### config.mk
export PLATFORM = sky130hd
export DESIGN_NAME = fault_err_tracker
export DESIGN_NICKNAME = d
export VERILOG_FILES = /design/src/rtl/fault_err_pkg.sv /design/src/rtl/fault_err_ctrl.sv /design/src/rtl/fault_err_dpath.sv /design/src/rtl/fault_err_tracker.sv
export SDC_FILE = /design/constraint.sdc
export NUM_CORES = 1
export LEC_CHECK = 0
export ABC_AREA = 1
export BUFFER_PORTS_ARGS = -buffer_cell sky130_fd_sc_hd__buf_2
export CAP_MARGIN = 10
export CORE_MARGIN = 2
export CORE_UTILIZATION = 40
export DETAILED_ROUTE_END_ITERATION = 7
export HOLD_SLACK_MARGIN = 0.06
export PLACE_DENSITY_LB_ADDON = 0.3
export SYNTH_ARGS = -nofsm -noshare
export SYNTH_HDL_FRONTEND = slang
export SYNTH_SLANG_ARGS = --single-unit
### constraint.sdc
create_clock -name clk -period 2.4 [get_ports clk]
set_clock_uncertainty 0.15 [all_clocks]
set_input_delay 0.36 -clock clk [delete_from_list [all_inputs] [get_ports clk]]
set_output_delay 0.36 -clock clk [all_outputs]
set_load 0.01 [all_outputs]
### src/rtl/fault_err_pkg.sv
package fault_err_pkg;
  localparam int IMPACT_W = 2;
  localparam int IMP_SAFE_BIT = 0;
  localparam int IMP_RST_BIT = 1;

  typedef struct packed {
    logic inc;
    logic clr;
  } cntStrb_t;
endpackage

### src/rtl/fault_err_ctrl.sv
module fault_err_ctrl
  import fault_err_pkg::*;
#(
  parameter int NUM_FAULTS = 4
) (
  input  logic                           clk,
  input  logic                           porRstN,
  input  logic [NUM_FAULTS-1:0]          faultEvt,
  input  logic [IMPACT_W*NUM_FAULTS-1:0] faultImpact,
  input  logic                           wdMaxHit,
  input  logic                           wdImpactSafe,
  input  logic                           swSafeReq,
  input  logic                           swRstReq,
  input  logic                           clrReq,
  output cntStrb_t                       strb,
  output logic                           safeOut,
  output logic                           rstOut
);
  logic [NUM_FAULTS-1:0] safeHit;
  logic [NUM_FAULTS-1:0] rstHit;
  logic faultSafe;
  logic faultRst;

  // Per-source impact decode
  for (genvar gi = 0; gi < NUM_FAULTS; gi++) begin : g_decode
    assign safeHit[gi] = faultEvt[gi] & faultImpact[IMPACT_W*gi + IMP_SAFE_BIT];
    assign rstHit[gi]  = faultEvt[gi] & faultImpact[IMPACT_W*gi + IMP_RST_BIT];
  end

  always_comb begin
    faultSafe = (|safeHit) | (wdMaxHit & wdImpactSafe);
    faultRst  = |rstHit;
    strb.inc  = faultSafe | faultRst;
    strb.clr  = clrReq & ~strb.inc;
  end

  always_ff @(posedge clk or negedge porRstN) begin
    if (!porRstN) begin
      safeOut <= 1'b0;
      rstOut  <= 1'b0;
    end else begin
      safeOut <= faultSafe | swSafeReq;
      rstOut  <= faultRst | swRstReq;
    end
  end


  sw_safe_drives_out_chk: assert property (@(posedge clk) disable iff (!porRstN)
    swSafeReq |=> safeOut);

  sw_rst_drives_out_chk: assert property (@(posedge clk) disable iff (!porRstN)
    swRstReq |=> rstOut);

  none_impact_silent_chk: assert property (@(posedge clk) disable iff (!porRstN)
    (faultImpact == '0 && !wdMaxHit && !swSafeReq && !swRstReq) |=> (!safeOut && !rstOut));

  wd_impact_safe_chk: assert property (@(posedge clk) disable iff (!porRstN)
    (wdMaxHit && wdImpactSafe) |=> safeOut);
endmodule

### src/rtl/fault_err_dpath.sv
module fault_err_dpath
  import fault_err_pkg::*;
#(
  parameter int CNT_W = 3
) (
  input  logic             clk,
  input  logic             porRstN,
  input  cntStrb_t         strb,
  input  logic             dfsEnable,
  input  logic [CNT_W-1:0] interVal,
  input  logic [CNT_W-1:0] maxVal,
  output logic [CNT_W-1:0] cnt,
  output logic             interPulse,
  output logic             dfsReq
);
  localparam logic [CNT_W-1:0] CNT_ONE = CNT_W'(1);

  logic [CNT_W-1:0] satCnt;
  logic             atMax;

  always_comb begin
    atMax  = (cnt >= maxVal);
    satCnt = atMax ? cnt : cnt + CNT_ONE;
  end

  always_ff @(posedge clk or negedge porRstN) begin
    if (!porRstN) begin
      cnt        <= '0;
      interPulse <= 1'b0;
    end else begin
      interPulse <= strb.inc && (satCnt == interVal) && (cnt != interVal);
      if (strb.inc)      cnt <= satCnt;
      else if (strb.clr) cnt <= '0;
    end
  end

  // Sticky deep fail-safe request, cleared only by power-on reset
  always_ff @(posedge clk or negedge porRstN) begin
    if (!porRstN)                                   dfsReq <= 1'b0;
    else if (strb.inc && dfsEnable && satCnt >= maxVal) dfsReq <= 1'b1;
  end


  no_overflow_chk: assert property (@(posedge clk) disable iff (!porRstN)
    (strb.inc && cnt >= maxVal) |=> $stable(cnt));

  single_step_chk: assert property (@(posedge clk) disable iff (!porRstN)
    strb.inc |=> (cnt == $past(cnt) || cnt == $past(cnt) + CNT_ONE));

  inter_single_cycle_chk: assert property (@(posedge clk) disable iff (!porRstN)
    interPulse |=> !interPulse);

  dfs_sticky_chk: assert property (@(posedge clk) disable iff (!porRstN)
    dfsReq |=> dfsReq);

  dfs_needs_enable_chk: assert property (@(posedge clk) disable iff (!porRstN)
    (!dfsReq && !dfsEnable) |=> !dfsReq);

  clear_zeroes_chk: assert property (@(posedge clk) disable iff (!porRstN)
    (strb.clr && !strb.inc) |=> (cnt == '0));
endmodule

### src/rtl/fault_err_tracker.sv
module fault_err_tracker
  import fault_err_pkg::*;
#(
  parameter int NUM_FAULTS = 4,
  parameter int CNT_W = 3
) (
  input  logic                           clk,
  input  logic                           porRstN,
  input  logic [NUM_FAULTS-1:0]          faultEvt,
  input  logic [IMPACT_W*NUM_FAULTS-1:0] faultImpact,
  input  logic                           wdMaxHit,
  input  logic                           wdImpactSafe,
  input  logic                           swSafeReq,
  input  logic                           swRstReq,
  input  logic                           clrReq,
  input  logic                           dfsEnable,
  input  logic [CNT_W-1:0]               interVal,
  input  logic [CNT_W-1:0]               maxVal,
  output logic                           safeOut,
  output logic                           rstOut,
  output logic [CNT_W-1:0]               faultCount,
  output logic                           interPulse,
  output logic                           dfsReq
);
  cntStrb_t strb;

  fault_err_ctrl #(.NUM_FAULTS(NUM_FAULTS)) ctrl_i (
    .clk(clk), .porRstN(porRstN), .faultEvt(faultEvt), .faultImpact(faultImpact),
    .wdMaxHit(wdMaxHit), .wdImpactSafe(wdImpactSafe), .swSafeReq(swSafeReq),
    .swRstReq(swRstReq), .clrReq(clrReq), .strb(strb), .safeOut(safeOut), .rstOut(rstOut)
  );

  fault_err_dpath #(.CNT_W(CNT_W)) dpath_i (
    .clk(clk), .porRstN(porRstN), .strb(strb), .dfsEnable(dfsEnable),
    .interVal(interVal), .maxVal(maxVal), .cnt(faultCount),
    .interPulse(interPulse), .dfsReq(dfsReq)
  );


  sw_keeps_count_chk: assert property (@(posedge clk) disable iff (!porRstN)
    (faultEvt == '0 && !wdMaxHit && !clrReq) |=> $stable(faultCount));
endmodule

==> results by group <==
Place
  – Placed cell count: 139
  – Routability-driven placement congestion ratio: a little under 0.9
  – Port buffer count: 32
  – Detail Placement HPWL: 1.36 mm
  – Dpl cell area: a little under 900 sq um

Floorplan
  – DIE AREA: about 2000 sq um
  – Die Wd: 44.6 um
  – Die Height: 44.6 um
  – IO Count: 33
  – Core area: 1520 sq um
  – FP Rows: 14
  – Initial Util: 0.433

Run status
  – Status: complete, no violations

Critical path
  – Maximum fanout along the worst path: 7
  – Worst EP arrival: 2.28 ns
  – CP bufs+invs: 2
  – Critical path's top delay family: adder cells
  – Worst stage delay on the critical path: 0.39 ns
  – FF-to-FF setup slack: about 0.12 ns
  – Crit-path cells: ha_1 -> nand2_1 -> clkinv_2 -> nand2_4 -> nand2_4 -> o21ai_2 -> inv_2 -> ha_1 -> a21oi_1 -> o211ai_1 -> a31o_1
  – Critical-path top delay cell: dfrtp_1
  – Worst r2r src: dpath_i.cnt[2]$_DFFE_PN0P_
  – Worst reg2reg path depth: 11
  – CP Class: reg2reg
  – CP Launch Type: flip-flop
  – Critical R2R Capture: dpath_i.dfsReq$_DFFE_PN0P_
  – Setup crit end kind: flip-flop
  – Data required, critical path: roughly 2.4 ns

Synthesis
  – Sequential share of the synthesized area: 0.266
  – Share of the synthesized area in the top cell type: 0.266
  – Synth top cells by count: nand2_1, inv_1, dfrtp_1, ha_1, nand3_1
  – Most area-hungry cell type in the Yosys netlist: dfrtp_1
  – Top FF cell, synth: dfrtp_1
  – Synth unique cells: 24
  – Synthesis-stage register bit count: 7
  – Syn Inst Count: 87
  – Synthesized area per cell: 7.58 sq um
  – EDFF count, synth: 0
  – Synth warn: 0
  – Syn nets: 120
  – Most common cell in the netlist: nand2_1
  – Post-synth ARST share: 1.00
  – Top post-synthesis cells by area: dfrtp_1, nand2_1, ha_1, inv_1, nand3_1
  – Mapped Area: 659 sq um

Clock tree
  – Clock-pin slew on the worst setup and hold paths: roughly 0.050 ns
  – H-tree depth: 1
  – Longest Clk Path Bufs: 2
  – Root Driver: clkbuf_4
  – CTS Buf Count: 3
  – CTS tree: done
  – Clock latency on the worst-skew pair: roughly 0.25 ns
  – CTS sink count: 7

Final layout
  – Nets: 163
  – Post-Route Utilization: 0.599
  – ANT cells: 0
  – Fraction of layout cells with a size suffix above 1: 0.395
  – Fin area: roughly 910 sq um
  – Post-route non-filler standard cell count: roughly 150
  – Layout area overhead: 38.5%
  – Fill cells: about 160

Global route
  – Grt ovf: 0
  – Global-route wire length before repair: 2.63 mm
  – Largest net degree at the start of global routing: 8
  – Vias in the first global route: 671
  – GRT busiest layer: met2
  – Met3 usage: 0.0408
  – Total GRT Usage: 0.182
  – Met2 GRT Util: 0.325
  – Initial antenna violation count: 0
  – GR Util met1: 0.207

Power and ir drop
  – Sequential power share: 0.159
  – Clock share of power: 0.100
  – Switching Share: 0.475
  – Leakage: 0.000526 uW
  – Internal: 565 uW
  – Comb power frac: 0.741
  – NetSw: 511 uW
  – Pwr dens: between 1000 and 1500 nW/um^2
  – VDD IR max: 0.675 mV

Drt
  – Drt pass-1 iters: 5
  – Vias/cell: around 4.8
  – Routed Antenna Nets: 0
  – DR WL/cell: 10.8 um
  – Residual DRC: 0
  – WL final: 1.57 mm
  – Iter 0 DRT Violations: 7
  – Vias: 703

STA
  – Max Clk Rate: about 440 MHz
  – Hold Vio Cnt, Final: 0
  – Setup TNS: 0 ns
  – Slew @ Worst Pin: 0.299 ns
  – Slew margin rel.: 0.799
  – Slew Limit Fails: 0
  – Fin crit period: between 2 and 2.5 ns
  – RSZ-0062 raised after global routing: no
  – Hold WS: roughly 0.14 ns
  – Period utilization: 0.952
  – Endpoints failing setup: 0

Job
  – MaxCap Viol Count: 0

Min path
  – Hold path start: swRstReq
  – Hold Crit Class: in2reg
  – Cells on Worst Hold Path: 3
  – WHS Endpoint: ctrl_i.rstOut$_DFF_PN0_
cell type report:
cell class | count | area (sq um) | area share
Tap cell | 16 | 20.0 | 0.0219
Timing Repair Buffer | 38 | 208 | 0.227
Multi-Input combinational cell | 66 | 430 | 0.471
Sequential cell | 7 | 175 | 0.192
Clock buffer | 4 | 26.3 | 0.0288
Inverter | 14 | 53.8 | 0.0589
state kept, by name, summed over array words and instances, names as in the netlist:
signal,cells
dpath_i.cnt,3
ctrl_i.rstOut,1
ctrl_i.safeOut,1
dpath_i.dfsReq,1
dpath_i.interPulse,1
worst min-delay path: cells and delay by family:
family,cells,cell delay (ns)
and+or+nand+nor,1,0.05
buffers and inverters,2,0.11
power by group through the flow:
stage | combinational [uW] | clock, uW | sequential (uW)
after detailed placement | 777 | 0 | 182
after global routing | 901 | 115 | 174
final | 797 | 107 | 171
after floorplan | 535 | 0 | 207
after global placement | 755 | 0 | 178
after CTS | 785 | 108 | 180
timing repair:
item	in CTS	in global routing
hold endpoints to repair	7	0
hold buffers	1	0
buffers inserted	0	1
resized for setup	0	0
endpoints found under the setup margin	0	1
worst max-delay path by stage:
stage / start / to / depth (start not counted)
detailed placement: maxVal[2] / dpath_i.dfsReq$_DFFE_PN0P_ / 13
global route: dpath_i.cnt[2]$_DFFE_PN0P_ / dpath_i.dfsReq$_DFFE_PN0P_ / 11
CTS: dpath_i.cnt[0]$_DFFE_PN0P_ / dpath_i.dfsReq$_DFFE_PN0P_ / 12
finish: dpath_i.cnt[2]$_DFFE_PN0P_ / dpath_i.dfsReq$_DFFE_PN0P_ / 11
global placement: maxVal[2] / dpath_i.dfsReq$_DFFE_PN0P_ / 13
floorplan: dpath_i.cnt[2]$_DFFE_PN0P_ / dpath_i.dfsReq$_DFFE_PN0P_ / 9
layout by cell type, fill, tap and decap left out:
cell type / count
a21oi_4: 1
o21bai_2: 1
a21oi_1: 1
buf_2: 32
o21ai_1: 1
o21ai_2: 1
nand2_1: 27
dlygate4sd3_1: 1
clkinv_2: 1
nor2_1: 3
clkbuf_1: 1
nand2_2: 1
dfrtp_1: 7
buf_4: 5
xnor2_1: 3
nand3_2: 1
xor2_2: 1
xor2_1: 1
nand2_4: 3
o211ai_1: 1
nand4_1: 1
inv_1: 12
nand3b_1: 2
inv_2: 1
ha_1: 7
o21ai_0: 2
a31o_1: 1
nand3_1: 7
clkbuf_4: 3
logic make-up after synthesis:
family | synth area share
xor+xnor | 0.0778
simple gates | 0.332
fa+ha+maj | 0.133
compound gates | 0.110
buf+inv | 0.0816
flops | 0.266
through the flow:
stage / worst slack (ns) / power, uW
after floorplan: 0.139 / 742
after global placement: 0.0622 / 934
after detailed placement: 0.000260 / 960
after CTS: 0.0741 / 1070
after global routing: 0.0328 / 1190
final: 0.116 / 1080
metal layers:
metal,share of wire,vias up,wire length [um]
met2,0.51,26,797
met5,0,-,0
met1,0.42,310,660
met4,0.013,0,21
li1,-,363,-
met3,0.057,4,89
Note: power is estimated with default switching activity, not from simulation.
